===== src/rtl/acc_core_pkg.sv =====
package acc_core_pkg;

    localparam int OP_STOP  = 0;
    localparam int OP_LOAD  = 1;
    localparam int OP_STORE = 2;
    localparam int OP_ADD   = 3;
    localparam int OP_SUB   = 4;
    localparam int OP_JMP   = 5;
    localparam int OP_JZ    = 6;
    localparam int OP_JNN   = 7;

    typedef enum logic [3:0] {
        ST_F_MAR, ST_F_RD, ST_F_MDR, ST_F_CIR, ST_F_INC, ST_DEC,
        ST_X_MAR, ST_X_RD, ST_X_MDR, ST_X_ACC,
        ST_S_MAR, ST_S_MDR, ST_S_WR,
        ST_BR, ST_HALT
    } state_e;

    typedef enum logic [2:0] {
        K_STOP, K_MEMRD, K_STORE, K_BRANCH, K_NOP
    } kind_e;

    typedef enum logic [1:0] {
        ALU_PASS, ALU_ADD, ALU_SUB
    } alu_op_e;

    typedef enum logic [1:0] {
        BR_ALWAYS, BR_ZERO, BR_NONNEG
    } br_cond_e;

    typedef struct packed {
        kind_e    kind;
        alu_op_e  alu_op;
        br_cond_e br_cond;
    } dec_t;

endpackage


===== src/rtl/acc_decoder.sv =====
module acc_decoder
    import acc_core_pkg::*;
#(
    parameter int OPC_W = 4
) (
    input  logic [OPC_W-1:0] opcode,
    output dec_t             dec
);

    always_comb begin
        dec = '{kind: K_NOP, alu_op: ALU_PASS, br_cond: BR_ALWAYS};
        case (int'(opcode))
            OP_STOP:  dec.kind = K_STOP;
            OP_LOAD:  begin dec.kind = K_MEMRD; dec.alu_op = ALU_PASS; end
            OP_STORE: dec.kind = K_STORE;
            OP_ADD:   begin dec.kind = K_MEMRD; dec.alu_op = ALU_ADD; end
            OP_SUB:   begin dec.kind = K_MEMRD; dec.alu_op = ALU_SUB; end
            OP_JMP:   begin dec.kind = K_BRANCH; dec.br_cond = BR_ALWAYS; end
            OP_JZ:    begin dec.kind = K_BRANCH; dec.br_cond = BR_ZERO; end
            OP_JNN:   begin dec.kind = K_BRANCH; dec.br_cond = BR_NONNEG; end
            default:  dec.kind = K_NOP;
        endcase
    end

endmodule


===== src/rtl/acc_alu.sv =====
module acc_alu
    import acc_core_pkg::*;
#(
    parameter int DATA_W = 16
) (
    input  alu_op_e           op,
    input  logic [DATA_W-1:0] a,
    input  logic [DATA_W-1:0] b,
    output logic [DATA_W-1:0] y
);

    always_comb begin
        case (op)
            ALU_ADD: y = a + b;
            ALU_SUB: y = a - b;
            default: y = b;
        endcase
    end

endmodule


===== src/rtl/acc_branch_eval.sv =====
module acc_branch_eval
    import acc_core_pkg::*;
#(
    parameter int DATA_W = 16
) (
    input  br_cond_e          cond,
    input  logic [DATA_W-1:0] acc,
    output logic              take
);

    always_comb begin
        case (cond)
            BR_ZERO:   take = (acc == '0);
            BR_NONNEG: take = ~acc[DATA_W-1];
            default:   take = 1'b1;
        endcase
    end

endmodule


===== src/rtl/acc_ctrl.sv =====
module acc_ctrl
    import acc_core_pkg::*;
#(
    parameter int OPC_W  = 4,
    parameter int ADDR_W = 12,
    parameter int DATA_W = OPC_W + ADDR_W
) (
    input  logic              clk,
    input  logic              rst,
    input  logic [DATA_W-1:0] mem_rdata,
    input  dec_t              dec,
    input  logic [DATA_W-1:0] alu_y,
    input  logic              br_take,
    output logic [OPC_W-1:0]  opcode,
    output logic [DATA_W-1:0] acc,
    output logic [DATA_W-1:0] mdr,
    output logic [ADDR_W-1:0] mem_addr,
    output logic              mem_rd,
    output logic              mem_wr,
    output logic [DATA_W-1:0] mem_wdata,
    output logic              halted
);

    typedef struct packed {
        state_e            st;
        logic [ADDR_W-1:0] pc;
        logic [ADDR_W-1:0] mar;
        logic [DATA_W-1:0] mdr;
        logic [DATA_W-1:0] cir;
        logic [DATA_W-1:0] acc;
    } regs_t;

    regs_t q, d;
    logic [ADDR_W-1:0] operand;

    assign operand   = q.cir[ADDR_W-1:0];
    assign opcode    = q.cir[DATA_W-1 -: OPC_W];
    assign acc       = q.acc;
    assign mdr       = q.mdr;
    assign mem_addr  = q.mar;
    assign mem_wdata = q.mdr;
    assign halted    = (q.st == ST_HALT);

    always_comb begin
        d      = q;
        mem_rd = 1'b0;
        mem_wr = 1'b0;
        case (q.st)
            ST_F_MAR: begin d.mar = q.pc;      d.st = ST_F_RD;  end
            ST_F_RD:  begin mem_rd = 1'b1;     d.st = ST_F_MDR; end
            ST_F_MDR: begin d.mdr = mem_rdata; d.st = ST_F_CIR; end
            ST_F_CIR: begin d.cir = q.mdr;     d.st = ST_F_INC; end
            ST_F_INC: begin d.pc = q.pc + 1'b1; d.st = ST_DEC;  end
            ST_DEC: begin
                case (dec.kind)
                    K_STOP:   d.st = ST_HALT;
                    K_MEMRD:  d.st = ST_X_MAR;
                    K_STORE:  d.st = ST_S_MAR;
                    K_BRANCH: d.st = ST_BR;
                    default:  d.st = ST_F_MAR;
                endcase
            end
            ST_X_MAR: begin d.mar = operand;   d.st = ST_X_RD;  end
            ST_X_RD:  begin mem_rd = 1'b1;     d.st = ST_X_MDR; end
            ST_X_MDR: begin d.mdr = mem_rdata; d.st = ST_X_ACC; end
            ST_X_ACC: begin d.acc = alu_y;     d.st = ST_F_MAR; end
            ST_S_MAR: begin d.mar = operand;   d.st = ST_S_MDR; end
            ST_S_MDR: begin d.mdr = q.acc;     d.st = ST_S_WR;  end
            ST_S_WR:  begin mem_wr = 1'b1;     d.st = ST_F_MAR; end
            ST_BR: begin
                if (br_take) d.pc = operand;
                d.st = ST_F_MAR;
            end
            ST_HALT:  d.st = ST_HALT;
            default:  d.st = ST_F_MAR;
        endcase
    end

    always_ff @(posedge clk) begin
        if (rst) begin
            q.st  <= ST_F_MAR;
            q.pc  <= '0;
            q.mar <= '0;
            q.mdr <= '0;
            q.cir <= '0;
            q.acc <= '0;
        end else begin
            q <= d;
        end
    end

    AST_STROBE_EXCL: assert property (@(posedge clk) disable iff (rst)
        !(mem_rd && mem_wr));
    AST_RD_ONE_CYCLE: assert property (@(posedge clk) disable iff (rst)
        mem_rd |=> !mem_rd);
    AST_FETCH_FROM_PC: assert property (@(posedge clk) disable iff (rst)
        (mem_rd && q.st == ST_F_RD) |-> (mem_addr == q.pc));
    AST_PC_STEP: assert property (@(posedge clk) disable iff (rst)
        (q.st == ST_F_INC) |=> (q.pc == $past(q.pc) + 1'b1));
    AST_STORE_DATA: assert property (@(posedge clk) disable iff (rst)
        mem_wr |-> (mem_wdata == q.acc));
    AST_ACC_HOLD: assert property (@(posedge clk) disable iff (rst)
        (q.st != ST_X_ACC) |=> $stable(q.acc));
    AST_HALT_STICKY: assert property (@(posedge clk) disable iff (rst)
        halted |=> (halted && !mem_rd && !mem_wr));

endmodule


===== src/rtl/acc_core.sv =====
module acc_core
    import acc_core_pkg::*;
#(
    parameter int OPC_W  = 4,
    parameter int ADDR_W = 12,
    parameter int DATA_W = OPC_W + ADDR_W
) (
    input  logic              clk,
    input  logic              rst,
    output logic [ADDR_W-1:0] mem_addr,
    output logic              mem_rd,
    output logic              mem_wr,
    output logic [DATA_W-1:0] mem_wdata,
    input  logic [DATA_W-1:0] mem_rdata,
    output logic              halted
);

    dec_t              dec;
    logic [OPC_W-1:0]  opcode;
    logic [DATA_W-1:0] acc, mdr, alu_y;
    logic              br_take;

    acc_decoder #(.OPC_W(OPC_W)) i_dec (
        .opcode (opcode),
        .dec    (dec)
    );

    acc_alu #(.DATA_W(DATA_W)) i_alu (
        .op (dec.alu_op),
        .a  (acc),
        .b  (mdr),
        .y  (alu_y)
    );

    acc_branch_eval #(.DATA_W(DATA_W)) i_br (
        .cond (dec.br_cond),
        .acc  (acc),
        .take (br_take)
    );

    acc_ctrl #(.OPC_W(OPC_W), .ADDR_W(ADDR_W), .DATA_W(DATA_W)) i_ctrl (
        .clk       (clk),
        .rst       (rst),
        .mem_rdata (mem_rdata),
        .dec       (dec),
        .alu_y     (alu_y),
        .br_take   (br_take),
        .opcode    (opcode),
        .acc       (acc),
        .mdr       (mdr),
        .mem_addr  (mem_addr),
        .mem_rd    (mem_rd),
        .mem_wr    (mem_wr),
        .mem_wdata (mem_wdata),
        .halted    (halted)
    );

endmodule


===== config.mk =====
export PLATFORM = sky130hd
export DESIGN_NAME = acc_core
export DESIGN_NICKNAME = d
export VERILOG_FILES = /design/src/rtl/acc_core_pkg.sv /design/src/rtl/acc_decoder.sv /design/src/rtl/acc_alu.sv /design/src/rtl/acc_branch_eval.sv /design/src/rtl/acc_ctrl.sv /design/src/rtl/acc_core.sv
export SDC_FILE = /design/constraint.sdc
export NUM_CORES = 1
export LEC_CHECK = 0
export BUFFER_PORTS_ARGS = -buffer_cell sky130_fd_sc_hd__buf_2
export CAP_MARGIN = 15
export CORE_AREA = 10 10 186 118
export DETAILED_ROUTE_END_ITERATION = 10
export DIE_AREA = 0 0 196 128
export MAX_ROUTING_LAYER = met4
export PLACE_DENSITY = 0.58
export SYNTH_ARGS = -nofsm -noshare
export SYNTH_HDL_FRONTEND = slang
export SYNTH_HIERARCHICAL = 1
export SYNTH_SLANG_ARGS = --single-unit
export TNS_END_PERCENT = 10

===== constraint.sdc =====
create_clock -name clk -period 3.61 [get_ports clk]
set_clock_uncertainty 0.1 [all_clocks]
set_input_delay 0.722 -clock clk [delete_from_list [all_inputs] [get_ports clk]]
set_output_delay 0.722 -clock clk [all_outputs]
set_load 0.1 [all_outputs]

[After elaboration in Yosys (flattened, before gate mapping)]
Cells that the tools add are included.
Storage, ports and cells
  memories: 0
  bits in latches: 0
  ROM bits: 0
  output and inout port bits: 31
  bits in writable memories: 0
  bits in registers: 76
Cells by class
  divide/modulo/power cells: 0
  muxes and demuxes: 13
  $add $sub $neg: 3
  multiply operators: 0
  order comparisons: 0
  bitwise gates (word level): 1
  equal/unequal tests: 29
  shift-type cells: 0
  reduce and logical (&&, ||, !) cells: 13
Operators with widths (count)
  $pmux W16 S2: 2
  $pmux W12 S2: 2
  $pmux W4 S12: 1
  $eq A4 B3 Y1 const B: 8
  $eq A4 B4 Y1 const B: 7
  $add A16 B16 Y16: 1
  $eq A4 B2 Y1 const B: 4
  $logic_not A16 Y1: 1
  $pmux W4 S4: 1
  $sub A16 B16 Y16: 1
  $add A12 B1 Y12 const B: 1
  $mux W12: 1
  $pmux W3 S4: 1
  $eq A4 B1 Y1 const B: 2
  $logic_not A4 Y1: 2
  $pmux W2 S2: 2
  $eq A3 B2 Y1 const B: 2
  $reduce_bool A2 Y1: 3
  $reduce_or A2 Y1: 3
  $reduce_or A3 Y1: 2
  $eq A2 B1 Y1 const B: 2
  $eq A2 B2 Y1 const B: 2
  $eq A3 B1 Y1 const B: 1
  $logic_not A3 Y1: 1
  5 further kinds: 6

[Depth between registers and ports, before layout]
Gate-level depths: netlist (run 1).
  depth in word-level cells: 6
  gate-level depth with buffers: 17

[By module]
Netlist (run 1), hierarchy kept.
Modules (own cells, without submodules)
  acc_ctrl: instances 1, cells an instance 478, seq. area each 1521.5 um^2, area each 4048.9 um^2
  acc_alu: instances 1, cells an instance 183, seq. area each 0.0 um^2, area each 1249.9 um^2
  acc_branch_eval: instances 1, cells an instance 12, seq. area each 0.0 um^2, area each 107.6 um^2
  acc_decoder: instances 1, cells an instance 10, seq. area each 0.0 um^2, area each 67.6 um^2

[Least setup slack after synthesis (run 1)]
No wires, ideal clock.
  kind: reg-to-output
  start point: register i_ctrl/q[75] in the netlist's numbering
  end point: output mem_rd
  path buffers: 2
  arrival time: 3.551 ns
  required time: 2.788 ns
  stages on the path, launching flop included: 4
  setup slack: -0.763 ns
  path through: dfxtp_1 > buf_4 > buf_4 > nor4_1
Between the ends
  cells in the longest elaborated chain, start to end: 3
RTL lines
  from (decl): RTL line acc_ctrl.sv:33  | regs_t q, d;
  $eq A4 B1 Y1 or $eq A4 B3 Y1 (tied branches): RTL line acc_ctrl.sv:48  | case (q.st)
  $reduce_or A2 Y1 (no source line) *
  $mux W1 *: RTL line acc_ctrl.sv:48
  to (decl): RTL line acc_core.sv:11  | output logic mem_rd,
Every way passes the cells marked *; elsewhere a longest branch is shown, timed or not.

[Worst setup path after layout (run 1)]
  start point: register i_ctrl/mdr[4] (netlist name)
  end point: register i_ctrl/acc[15] (netlist name)
Between the ends
  cells in the longest elaborated chain, start to end: 2
RTL lines
  $sub A16 B16 Y16 or $add A16 B16 Y16 (tied branches): RTL line acc_alu.sv:15, acc_alu.sv:14
  $pmux W16 S2 *: RTL line acc_alu.sv:13  | case (op)
  via alu_y[15]: RTL line acc_core.sv:20  | logic [DATA_W-1:0] acc, mdr, alu_y;
The timed path passes the listed nets; every way through them passes the cells marked *.
A chain may end at the register's enable or synchronous reset.

==> impl_metrics.yaml, run 1 <==
logic_synthesis:
  synth_ff_type: "dfxtp_1"
  ys_warn_count: 6
  synth_edf_count: 0
  async_flop_share: 0
  synth_seq_cells: 76
  synth_top_area_share: 0.278
  ys_types: 68
  syn_area_per_cell_um2: 8.01
  postSynthCellCount: 683
  synth_area_um2: 5470
  ys_seq_area_frac: 0.278
  syn-num-nets: 722
  yosys.area.top_type: "dfxtp_1"
  synth.area.top_cells: "dfxtp_1, buf_4, nand2_1, mux2i_1, a21oi_1"
clocking:
  root_buffer: "clkbuf_16"
  cts_hold_buf: 0
  cts_buffer_depth: 2
  clock_sinks: 76
  clock_latency_ps: 350
  htreeDepth: 3
  clk_pin_slew_worst_paths_ps: 60
  cts_tree: "built"
  numCtsBuffers: 9
worst_hold_path:
  hp-start: "i_ctrl/operand[4]"
  min_path_cells: 2
  hold_path_class: "reg2reg"
  hold_end: "i_ctrl/operand[4]"
critical_path:
  slowest_delay_ps: 430
  path_class: "reg2reg"
  reg2reg_to: "i_ctrl/acc[15]"
  required_ps: 3710
  arrival_ps: 3640
  path_cells: "or3_4 -> or3_4 -> or4_4 -> nor2b_4 -> xnor2_1 -> ha_1 -> and4_1 -> nand2_2 -> nand3_2 -> o31ai_4 -> buf_4 -> mux2i_1 -> o211ai_1 -> nand2_1 -> a21oi_1"
  timing.rr.start: "i_ctrl/mdr[4]"
  reg2regPathDepth: 15
  worst-path-max-fanout: 4
  crit_buf_inv: 1
  reg2reg_slack_ps: 70
  crit_slowest_cell: "or4_4"
  cpMostUsedCell: "or3_4"
  crit_path_end_kind: "flop"
  crit_family: "simple AND/OR/NAND/NOR gates"
  start_kind: "flop"
timing:
  timing.final.ws_setup_ps: 70.4
  fmax_mhz: 283
  slew_violations: 0
  hold_violations: 0
  tightest_slew_ps: 946
  rsz0062_at_grt: "yes"
  maxSlewHeadroom: 0.368
  fin_crit_sh: 0.981
  fin_crit_ps: 3540
  setup_violations: 0
route:
  viasPerCell: 5.13
  via_count: 4731
  wire_per_inst_um: 16.7
  firstDrtPassIters: 5
  drt_iter0_drc: 370
  ant_nets: 0
  route.detailed.drc: 0
  wirelength_um: 15400
place:
  place_area_um2: 5580
  hpwl_um: 11300
  place_congestion: 0.942
  io_buffers: 48
  place_ws_ps: -15.9
global_routing:
  grt_pass1_vias: 4115
  track_usage: 0.122
  grt_pass1_wl_um: 23900
  grt_start_max_net_pins: 41
  grt_overflow: 0
  antenna_found_initial: 0
finish:
  final_nets: 712
  drive_above_1_share: 0.213
  final_cell_area_um2: 6000
  diodes: 0
  syn_to_final_growth_pct: 9.69
  layout_commonest_cell: "nand2_1"
  final_cell_mix: "nand2_1, dfxtp_1, a21oi_1"
power:
  seqPwrFrac: 0.322
  ir_drop_uv: 318
  cellLeakagePower_nw: 2.44
  p_comb_frac: 0.359
  powerDensity_nw_per_um2: 480
  p_sw_mw: 1.07
  p_total_mw: 2.88
  clkPwrFrac: 0.319
  p_int_mw: 1.81
  switching_share: 0.373
floorplan:
  die_y_um: 128
  io_pins: 49
  rows: 39
  core_um2: 18600
  initial_core_util: 0.294
  die_w_um: 196
  die_area_um2: 25100
run:
  max_cap_violations: 0
status:
  status: "finished clean"
## synthesized netlist by cell type, types with 10 or more instances
cell type  count
a21oi_1       63
clkbuf_1      16
ha_1          20
buf_4         72
nor3_1        10
a211oi_2      15
nor2_1        57
inv_1         18
xnor2_1       16
mux2i_1       32
o21ai_0       22
dfxtp_1       76
a21o_1        10
a211oi_1      16
nand2_1       99
nand3_1       10
## worst min-delay path: cells and delay by family, from the launching register on
kind	cells	cell delay (ps)
simple gates	1	60
compound gates	1	50
flops	1	320
## per-stage QoR
stage | hold slack (ps) | std cells | TNS [ps] | util
3_3_place_gp | 364 | 906 | 0 | 0.300
2_1_floorplan | 337 | 683 | -126 | -
3_5_place_dp | 369 | 906 | -15.9 | 0.300
5_1_grt | 399 | 922 | -60.3 | 0.322
4_1_cts | 378 | 920 | 0 | 0.315
6_report | 373 | 922 | 0 | 0.322
## state kept, by name (all words and copies together) (netlist names)
| name | count |
|---|---|
| i_ctrl/q | 16 |
| i_ctrl/acc | 16 |
| i_ctrl/mem_addr | 12 |
| i_ctrl/mdr | 16 |
| i_ctrl/operand | 12 |
| i_ctrl/opcode | 4 |
## routing by layer
metal	wire [um]	share of wire	vias to the layer above	global-route usage
met1	8420	0.55	2215	0.189
met2	5700	0.37	169	0.149
met3	1140	0.074	11	0.0313
met5	0	0	-	-
li1	-	-	2336	-
met4	104	0.0068	0	0.0228
## final cells by class
| type | instances | area, um2 |
|---|---|---|
| sequential | 76 | 1520 |
| clock inverter | 2 | 35.0 |
| multi-input combinational | 487 | 3310 |
| clock buffer | 12 | 256 |
| tap | 246 | 308 |
| inverter | 19 | 71.3 |
| timing repair buffer | 80 | 497 |
| fill | 2007 | 12600 |
## how the worst max path moves through the flow
stage,startpoint,endpoint,cells after the start
3_3_place_gp,i_ctrl/mdr[4],i_ctrl/acc[15],15
3_5_place_dp,i_ctrl/mdr[4],i_ctrl/acc[15],15
5_1_grt,i_ctrl/mdr[4],i_ctrl/acc[15],16
2_1_floorplan,i_ctrl/mdr[4],i_ctrl/acc[15],15
4_1_cts,i_ctrl/mdr[4],i_ctrl/acc[15],15
6_report,i_ctrl/mdr[4],i_ctrl/acc[15],15
## what timing repair did
action                     CTS  global route
gates resized for setup      1            24
setup endpoints to repair    1             6
buffers inserted             0             2
pin swaps                    0             5
## power groups by stage
stage	Clock, mW	Combinational (mW)	Sequential [mW]
2_1_floorplan	0	0.815	0.920
3_5_place_dp	0	0.966	0.945
3_3_place_gp	0	0.967	0.944
4_1_cts	0.944	0.973	0.927
6_report	0.920	1.03	0.929
5_1_grt	0.975	1.11	0.935
## cells by family after synthesis
kind of cell	after synthesis	share of synthesized area
AOI/OAI and AO/OA	167	0.210
xor gates and xnor gates	24	0.0384
adders and majority gates	21	0.0494
buffers and inverters	120	0.139
DFF	76	0.278
muxes	34	0.0647
and+or+nand+nor	241	0.221
No activity file was read; power rests on OpenSTA's default activity.
==> run 2: changes to the inputs <==
- BUFFER_PORTS_ARGS: -buffer_cell sky130_fd_sc_hd__buf_2 -> unset
- CTS_BUF_LIST: unset -> sky130_fd_sc_hd__clkbuf_4 sky130_fd_sc_hd__clkbuf_8
- DONT_BUFFER_PORTS: unset -> 1
- GPL_TIMING_DRIVEN: unset -> 0
- PLACE_DENSITY: 0.58 -> 0.56
==> run 2 against run 1 <==
The run now ends with setup timing left. Critical path depth decreased by 1. Via count grew 3.4%. Critical path type unchanged. Largest power group unchanged. Sequential share of layout area down 1.1 points.
==> impl_metrics.yaml, run 2 (synthesis results as in run 1) <==
status:
  status: "finished with violations"
  violations: "setup timing"
critical_path:
  crit_path_end_kind: "flop"
  path_class: "reg2reg"
  start_kind: "flop"
  worst-path-max-fanout: 5
  required_ps: 3820
  arrival_ps: 3960
clocking:
  root_buffer: "clkbuf_8"
  clk_pin_slew_worst_paths_ps: 90
  cts_hold_buf: 0
  cts_tree: "built"
  clock_latency_ps: 380
  htreeDepth: 3
  cts_buffer_depth: 2
  numCtsBuffers: 9
  clock_sinks: 76
timing:
  rsz0062_at_grt: "yes"
  timing.final.ws_setup_ps: -137
  fin_crit_sh: 1.04
  setup-tns-final_ps: -272
  maxSlewHeadroom: 0.261
  slew_violations: 0
  tightest_slew_ps: 1110
  hold_violations: 0
  fin_crit_ps: 3750
  setup_violations: 4
  fmax_mhz: 267
power:
  cellLeakagePower_nw: 2.56
  powerDensity_nw_per_um2: 423
  p_total_mw: 2.67
  ir_drop_uv: 277
floorplan:
  rows: 39
  initial_core_util: 0.294
  io_pins: 49
  die_area_um2: 25100
  core_um2: 18600
  die_w_um: 196
  die_y_um: 128
place:
  place_congestion: 0.921
  io_buffers: 0
  placed_cells: 931
  hpwl_um: 13100
route:
  route.detailed.drc: 0
  viasPerCell: 5.10
  drt_iter0_drc: 450
  via_count: 4890
  firstDrtPassIters: 5
  ant_nets: 0
  wirelength_um: 17100
  wire_per_inst_um: 17.8
global_routing:
  grt_pass1_wl_um: 26700
  track_usage: 0.140
  grt_pass1_vias: 4555
  antenna_found_initial: 0
  grt_start_max_net_pins: 13
  grt_overflow: 0
finish:
  diodes: 0
  syn_to_final_growth_pct: 15.5
  layout_commonest_cell: "nand2_1"
  final_cell_mix: "nand2_1, buf_4, dfxtp_1"
  stdcell_count: 959
  fin_util: 0.339
  drive_above_1_share: 0.254
  reg.largest.list: "i_ctrl/acc x16, i_ctrl/mdr x16, i_ctrl/q x16"
  final_nets: 748
run:
  max_cap_violations: 0
worst_hold_path:
  hold_path_class: "reg2reg"
==> run 2: changes by cell type in the layout (fill, tap and decap cells not counted), moves of 3 or more <==
cell       before  now
buf_2          48    8
dfxtp_4         0    3
buf_6           1    4
buf_4          30   85
clkbuf_8        2   10
dfxtp_1        74   71
clkbuf_16       9    0
clkbuf_1        1   15
==> run 2: worst max-delay path, cell delays in order (launching register included) <==
cell	delay (ps)
dfxtp_4	360
or3_4	390
or3_4	400
or4_4	550
nor2b_4	150
xnor2_2	180
ha_4	240
and4_4	170
o2111ai_4	110
a21oi_4	70
o31ai_4	330
mux4_2	360
o211ai_1	90
nand2_1	60
a21oi_1	110
==> run 2: final timing paths <==
path,startpoint,end,slack [ps],cells after the start
worst max-delay path,i_ctrl/mdr[4],i_ctrl/acc[15],-140,14
worst min-delay path,i_ctrl/opcode[3],i_ctrl/opcode[3],360,2
worst max register to register,i_ctrl/mdr[4],i_ctrl/acc[15],-140,14
worst min register to register,i_ctrl/opcode[3],i_ctrl/opcode[3],360,2
==> run 2: per-stage QoR <==
stage	setup WS [ps]	area [um2]	hold WS [ps]
floorplan	-126	5480	337
global placement	-768	5790	345
detailed placement	-774	5860	348
CTS	-164	6170	361
global route	-273	6320	399
finish	-137	6320	359
==> run 2: metal layers <==
layer,wire length (um),global-route usage
met2,5870,0.159
met3,1350,0.0413
met5,0,-
met4,129,0.0242
met1,9740,0.222
==> run 2: final cells by class <==
| class | count | area [um2] |
|---|---|---|
| clock buffer | 10 | 138 |
| tap | 246 | 308 |
| timing repair buffer | 18 | 175 |
| sequential | 76 | 1540 |
| clock inverter | 5 | 52.6 |
| multi-input combinational | 487 | 3370 |
| inverter | 19 | 71.3 |
| buffer | 98 | 672 |
| fill | 1998 | 12300 |
==> run 2: what timing repair did <==
item | 4_1_cts | 5_1_grt
hold endpoints to repair | 0 | 0
setup buffers | 7 | 9
gates resized for setup | 19 | 26
setup endpoints to repair | 9 | 10
pin swaps | 5 | 12
==> run 2: power by group <==
part           switching (mW)  leakage (nW)  internal [mW]  total (mW)
Sequential             0.0464         0.619          0.877       0.923
Combinational           0.688          1.85          0.393        1.08
Clock                   0.337        0.0979          0.331       0.668
